### src/rtl/cfg_store_pkg.sv
package cfg_store_pkg;
  typedef enum logic [1:0] {
    OP_NONE    = 2'd0,
    OP_SAVE    = 2'd1,
    OP_RESTORE = 2'd2,
    OP_BOOT    = 2'd3
  } op_e;
endpackage

### src/rtl/cfg_cmd_decode.sv
module cfg_cmd_decode
  import cfg_store_pkg::*;
#(
  parameter int                CODE_W       = 8,
  parameter logic [CODE_W-1:0] SAVE_CODE    = 8'hA5,
  parameter logic [CODE_W-1:0] RESTORE_CODE = 8'h5A
) (
  input  logic              clk,
  input  logic              rst,
  input  logic              inhibit,
  input  logic              enable_ok,
  input  logic              start_pulse,
  input  logic              cmd_pulse,
  input  logic [CODE_W-1:0] cmd_code,
  input  logic              data_pulse,
  input  logic              stop_pulse,
  output op_e               op_req
);
  logic              armed_q;
  logic [CODE_W-1:0] code_q;

  // A command is armed only by a command byte seen while the device answers;
  // any other bus event before STOP disarms it.
  always_ff @(posedge clk) begin
    if (rst) begin
      armed_q <= 1'b0;
      code_q  <= '0;
    end else if (inhibit || start_pulse || data_pulse || stop_pulse) begin
      armed_q <= 1'b0;
    end else if (cmd_pulse) begin
      armed_q <= 1'b1;
      code_q  <= cmd_code;
    end
  end

  always_comb begin
    op_req = OP_NONE;
    if (stop_pulse && armed_q && !inhibit && enable_ok) begin
      if (code_q == SAVE_CODE)         op_req = OP_SAVE;
      else if (code_q == RESTORE_CODE) op_req = OP_RESTORE;
    end
  end

  p_disarm_on_stop_r7: assert property (@(posedge clk) disable iff (rst)
    stop_pulse |=> !armed_q);
  p_busy_never_arms_r8: assert property (@(posedge clk) disable iff (rst)
    inhibit |=> !armed_q);
endmodule

### src/rtl/cfg_dur_timer.sv
module cfg_dur_timer #(
  parameter int CNT_W = 24
) (
  input  logic             clk,
  input  logic             rst,
  input  logic             load,
  input  logic [CNT_W-1:0] load_val,
  output logic             running,
  output logic             expire
);
  logic [CNT_W-1:0] cnt_q;

  always_ff @(posedge clk) begin
    if (rst)               cnt_q <= '0;
    else if (load)         cnt_q <= load_val;
    else if (cnt_q != '0)  cnt_q <= cnt_q - 1'b1;
  end

  assign running = (cnt_q != '0);
  assign expire  = (cnt_q == CNT_W'(1));

  p_no_reload_busy_r8: assert property (@(posedge clk) disable iff (rst)
    running |-> !load);
  p_load_nonzero_r4: assert property (@(posedge clk) disable iff (rst)
    load |-> (load_val != '0));
endmodule

### src/rtl/cfg_nv_store.sv
module cfg_nv_store #(
  parameter int               W    = 96,
  parameter int               LANE = 8,
  parameter logic [W-1:0]     INIT = '0
) (
  input  logic         clk,
  input  logic         we,
  input  logic [W-1:0] wdata,
  output logic [W-1:0] rdata
);
  localparam int NLANE = W / LANE;

  // One register per lane; initial contents stand in for the stored image
  // and survive the logic reset.
  for (genvar g = 0; g < NLANE; g++) begin : g_lane
    logic [LANE-1:0] lane_q = INIT[g*LANE +: LANE];
    always_ff @(posedge clk) begin
      if (we) lane_q <= wdata[g*LANE +: LANE];
    end
    assign rdata[g*LANE +: LANE] = lane_q;
  end

  initial begin
    a_lane_fit_r10: assert (W % LANE == 0);
  end
endmodule

### src/rtl/cfg_store_ctrl.sv
module cfg_store_ctrl
  import cfg_store_pkg::*;
#(
  parameter int                CFG_W        = 96,
  parameter int                CODE_W       = 8,
  parameter int                LANE_W       = 8,
  parameter int                HOLD_BIT     = 57,
  parameter logic [CODE_W-1:0] SAVE_CODE    = 8'hA5,
  parameter logic [CODE_W-1:0] RESTORE_CODE = 8'h5A,
  parameter int                BOOT_CYC     = 375000,
  parameter int                SAVE_CYC     = 9000000,
  parameter int                RESTORE_CYC  = 1250000,
  parameter logic [CFG_W-1:0]  STORE_INIT   = '0
) (
  input  logic              clk,
  input  logic              rst,
  input  logic              pwr_up,
  input  logic              pll_disable,
  input  logic              start_pulse,
  input  logic              cmd_pulse,
  input  logic [CODE_W-1:0] cmd_code,
  input  logic              data_pulse,
  input  logic              stop_pulse,
  input  logic              prog_load,
  input  logic [CFG_W-1:0]  prog_data,
  output logic [CFG_W-1:0]  cfg_q,
  output logic              ack_inhibit,
  output logic              boot_done
);
  localparam int MAX_SR  = (SAVE_CYC > RESTORE_CYC) ? SAVE_CYC : RESTORE_CYC;
  localparam int MAX_CYC = (BOOT_CYC > MAX_SR) ? BOOT_CYC : MAX_SR;
  localparam int CNT_W   = $clog2(MAX_CYC + 1);

  logic [CFG_W-1:0] cfg_r;
  logic             inhibit_q;
  logic             boot_done_q;
  op_e              op_q;
  op_e              op_req;
  logic             enable_ok;
  logic             boot_go;
  logic             t_load;
  logic [CNT_W-1:0] t_val;
  logic             t_running;
  logic             t_expire;
  logic [CFG_W-1:0] nv_rdata;
  logic             nv_we;

  assign enable_ok = pwr_up && !pll_disable && !cfg_r[HOLD_BIT];
  assign boot_go   = !boot_done_q && (op_q == OP_NONE) && pwr_up;
  assign t_load    = boot_go || (op_req != OP_NONE);

  always_comb begin
    if (boot_go)                t_val = CNT_W'(BOOT_CYC);
    else if (op_req == OP_SAVE) t_val = CNT_W'(SAVE_CYC);
    else                        t_val = CNT_W'(RESTORE_CYC);
  end

  cfg_cmd_decode #(
    .CODE_W      (CODE_W),
    .SAVE_CODE   (SAVE_CODE),
    .RESTORE_CODE(RESTORE_CODE)
  ) u_decode (
    .clk        (clk),
    .rst        (rst),
    .inhibit    (inhibit_q),
    .enable_ok  (enable_ok),
    .start_pulse(start_pulse),
    .cmd_pulse  (cmd_pulse),
    .cmd_code   (cmd_code),
    .data_pulse (data_pulse),
    .stop_pulse (stop_pulse),
    .op_req     (op_req)
  );

  cfg_dur_timer #(.CNT_W(CNT_W)) u_timer (
    .clk     (clk),
    .rst     (rst),
    .load    (t_load),
    .load_val(t_val),
    .running (t_running),
    .expire  (t_expire)
  );

  assign nv_we = t_expire && (op_q == OP_SAVE);

  cfg_nv_store #(
    .W   (CFG_W),
    .LANE(LANE_W),
    .INIT(STORE_INIT)
  ) u_store (
    .clk  (clk),
    .we   (nv_we),
    .wdata(cfg_r),
    .rdata(nv_rdata)
  );

  always_ff @(posedge clk) begin
    if (rst) begin
      cfg_r       <= '0;
      inhibit_q   <= 1'b1;
      boot_done_q <= 1'b0;
      op_q        <= OP_NONE;
    end else begin
      if (t_load) begin
        op_q      <= boot_go ? OP_BOOT : op_req;
        inhibit_q <= 1'b1;
      end
      if (t_expire) begin
        op_q      <= OP_NONE;
        inhibit_q <= 1'b0;
        if (op_q == OP_BOOT) boot_done_q <= 1'b1;
        if (op_q == OP_BOOT || op_q == OP_RESTORE) cfg_r <= nv_rdata;
      end
      if (prog_load && !inhibit_q) cfg_r <= prog_data;
    end
  end

  assign cfg_q       = cfg_r;
  assign ack_inhibit = inhibit_q;
  assign boot_done   = boot_done_q;

  p_zero_until_boot_r1: assert property (@(posedge clk) disable iff (rst)
    !boot_done_q |-> (cfg_r == '0));
  p_mute_until_boot_r1: assert property (@(posedge clk) disable iff (rst)
    !boot_done_q |-> inhibit_q);
  p_boot_release_r2: assert property (@(posedge clk) disable iff (rst)
    $rose(boot_done_q) |-> $fell(inhibit_q));
  p_rise_after_stop_r4: assert property (@(posedge clk) disable iff (rst)
    (boot_done_q && $rose(inhibit_q)) |-> $past(stop_pulse));
  p_enable_rule_r6: assert property (@(posedge clk) disable iff (rst)
    (boot_done_q && $rose(inhibit_q)) |->
      ($past(pwr_up) && !$past(pll_disable) && !$past(cfg_r[HOLD_BIT])));
  p_frozen_while_busy_r8: assert property (@(posedge clk) disable iff (rst)
    (inhibit_q && $past(inhibit_q)) |-> $stable(cfg_r));
  p_timer_tracks_flag_r5: assert property (@(posedge clk) disable iff (rst)
    t_running |-> inhibit_q);
endmodule

### config.mk
export PLATFORM = sky130hd
export DESIGN_NAME = cfg_store_ctrl
export DESIGN_NICKNAME = d
export VERILOG_FILES = /design/src/rtl/cfg_store_pkg.sv /design/src/rtl/cfg_cmd_decode.sv /design/src/rtl/cfg_dur_timer.sv /design/src/rtl/cfg_nv_store.sv /design/src/rtl/cfg_store_ctrl.sv
export SDC_FILE = /design/constraint.sdc
export NUM_CORES = 1
export LEC_CHECK = 0
export BUFFER_PORTS_ARGS = -buffer_cell sky130_fd_sc_hd__clkbuf_2
export CORE_UTILIZATION = 49
export DETAILED_ROUTE_END_ITERATION = 8
export GPL_TIMING_DRIVEN = 0
export PLACE_DENSITY_LB_ADDON = 0.25
export RECOVER_POWER = 50
export SLEW_MARGIN = 10
export SYNTH_ARGS = -nofsm -noshare
export SYNTH_HDL_FRONTEND = slang
export SYNTH_SLANG_ARGS = --single-unit
### constraint.sdc
create_clock -name clk -period 5.4 [get_ports clk]
set_clock_uncertainty 0.1 [all_clocks]
set_input_delay 0.27 -clock clk [delete_from_list [all_inputs] [get_ports clk]]
set_output_delay 0.27 -clock clk [all_outputs]
set_load 0.02 [all_outputs]
==> metrics <==
fraction of registers with async set/reset=0%; CTS Buf Count=24; flop2flop setup slack=1.41 ns; Mapped Cells=842; LEAKAGE=4.10 nW; most common cell after layout, fill and taps aside=nand2_1; vias in the first global route=7409; I/O Buffers=210; final hold vios=0; Adder-Cell Fraction of Synth Area=0.429%; kind of critical path=reg -> reg; area of the multi-input gates=2910 µm²; Final HPWL DP=15.4 mm; FF+latch count, synth=229; slew margin rel.=-5.91%; first-pass GRT wire length=37.5 mm; Worst-path clk slew=0.06 ns; syn nets=958; RSZ-0062 raised after global routing=false; number of fill cells=1411; Vias/cell=5.54; post-route insts no fill=1398; RePlAce Congestion=0.870; # H-tree levels=1; XOR/XNOR Fraction of Synth Area=1.80%; grt ovf=0; share of layout cells above drive strength 1=14.3%; Worst EP required=5.48 ns; Final min period=3.99 ns; Highest Signal Layer=met4; total track usage=25.9%; CTS Buffer Depth=3; hold_ws=0.00169 ns; Total Die Area=18400 µm²; max_cap viols=1; die height=136 µm; antenna viol nets, final=0; Pins Over Slew Limit=11; family with the most delay on the worst path=simple AND/OR/NAND/NOR gates; Top Ports=211; status=finished, violations left; num rows=48; metal1 wirelength=10.4 mm; CTS tree=done; Initial Util=50.4%; Setup TNS=0 ns; register area share after synthesis=63.4%; Inserted Diodes=0; Resize count post-CTS=0; postcts setup bufs=0; number of remaining DRC errors=0; Hold Path Class=in -> reg; Placed Instances=1278; DR iter-0 viols=509; largest net degree at the start of global routing=52; Die X=136 µm; Worst Tran Pin Value=1.57 ns; syn avg cell area=10.4 µm²; Min-Delay Startpoint=prog_data[94]; DR WL met3=1.73 mm; main flop type after synthesis=dfxtp_1; Layout Nets=1271; Core ar.=17400 µm²; arrival time worst endpoint=4.06 ns; violated checks=capacitance limit, slew limit; part of the cycle the worst path needs=73.8%; Final setup viols=0; Detailed Route WL=24.1 mm; Met2 Routed Length=11.2 mm; main combinational cell family by area after synthesis=simple AND/OR/NAND/NOR gates; Root Driver=clkbuf_16; synth unique cells=51; Critical Path Source=u_timer.cnt_q[2]; Syn-to-layout area delta=32.1%; DR WL/cell=17.2 µm; Worst Setup Start Kind=flop; most frequent cells in the layout=nand2_1 (199), clkbuf_1 (150), dfxtp_1 (133); initial antenna violation count=0; Vias=7738; Cell Area, Synth=8740 µm²; FF/Latch Area=5550 µm²; multiplexer share of the synthesized area=0.916%; worst path cell trace=nor4_1 -> and4b_1 -> and2_0 -> and3b_4 -> buf_16; CP max FO=51; Crit-path slowest cell=nor4_1; Critical Path Max Stage Delay=1.30 ns; P per Cell Area=348 nW/µm²; yosys warns=0; TritonRoute pass-1 iters=5; Synth Area in Compound Gates=15.1%; fmax=251 MHz; Worst R2R Start=u_timer.cnt_q[2]; simple-gate area share of the yosys netlist=15.2%; Max VDD drop=0.000264 V; clk_lat worst skew=0.51 ns; Buf/Inv on CP=1; Post-synth EDFFs=96; crit end category=flop; CTS sink cnt=229
==> tightest hold or removal path, cell delays in order <==
cell and delay, ns:
clkbuf_2 0.07, o21ai_0 0.08, a31oi_1 0.14
==> routing by layer <==
metal / GRT usage (%) / vias to the layer above
met5: 0 / -
met3: 5.09 / 74
li1: - / 3679
met1: 34.5 / 3644
met2: 42.1 / 341
met4: 8.86 / 0
==> cells in the mapped netlist, types with 2 or more instances <==
master    instances  area (µm²)
nor2_1           28         105
edfxtp_1         96        2880
nand2b_1          3        18.8
a211oi_1          5        37.5
ha_1              3        37.5
buf_6             4        45.0
o21ai_0         101         505
and4_1            3        26.3
clkbuf_1         44         165
nand2_1         199         747
xor2_1            7        61.3
o22ai_1           3        18.8
nor3b_1           3        22.5
inv_1             3        11.3
xnor2_1          11        96.3
buf_2             8        40.0
nor4_1            7        43.8
mux2i_1           8        80.1
nor4b_1           5        43.8
nor2b_1           2        12.5
a31oi_1          98         613
and3_1            2        12.5
a21oi_1          12        60.1
nand4b_1          2        17.5
dfxtp_1         133        2660
or3_1             4        25.0
nand3_1           6        30.0
and2_1            2        12.5
nor3_1            7        35.0
or4_1             3        22.5
nand4_1           6        37.5
nand3b_1          5        37.5
==> state kept, by name, summed over array words and instances, names as in the netlist <==
register	flops
u_timer.cnt_q	24
boot_done	1
ack_inhibit	1
op_q	2
u_store.g_lane.lane_q	96
u_decode.code_q	8
cfg_q	96
u_decode.armed_q	1
==> path summary, 6_finish.rpt <==
kind | to | cells past startpoint
worst max-delay path | u_store.g_lane[4].lane_q[1] | 5
worst min-delay path | cfg_q[94] | 3
worst max register to register | u_store.g_lane[4].lane_q[1] | 5
worst min register to register | u_store.g_lane[10].lane_q[3] | 0
==> kinds of logic after synthesis <==
| logic type | Yosys count |
|---|---|
| muxes | 8 |
| DFF | 229 |
| xor gates and xnor gates | 18 |
| buffers and inverters | 61 |
| and+or+nand+nor | 294 |
| AOI/OAI and AO/OA | 229 |
| adders and majority gates | 3 |
==> power breakdown <==
| part | switching (W) | internal [W] |
|---|---|---|
| logic | 0.000240 | 0.000200 |
| clock network | 0.000652 | 0.00102 |
| registers | 0.0000603 | 0.00185 |
==> cell type report <==
cell class | instances | share of cell area (%)
Multi-Input combinational cell | 552 | 25.2
Inverter | 3 | 0.0975
Timing Repair Buffer | 287 | 14.9
Clock inverter | 5 | 0.455
Tap cell | 225 | 2.44
Buffer | 58 | 2.26
Clock buffer | 39 | 6.67
Sequential cell | 229 | 48.0
==> per-stage QoR <==
step	power [W]	setup slack, ns	instance area (µm²)	utilization [%]
after floorplan	0.00220	1.32	8740	-
after global placement	0.00233	-0.211	10100	58.1
after detailed placement	0.00234	2.26	10100	58.2
after CTS	0.00405	2.26	11700	67.4
after global routing	0.00416	1.18	11600	66.6
final	0.00402	1.41	11600	66.6
==> repair_timing <==
action / in CTS / in global routing
hold buffers: 76 / 0
endpoints found under the setup margin: 0 / 0
endpoints found under the hold margin: 75 / 0
No activity file was read; power rests on OpenSTA's default activity.
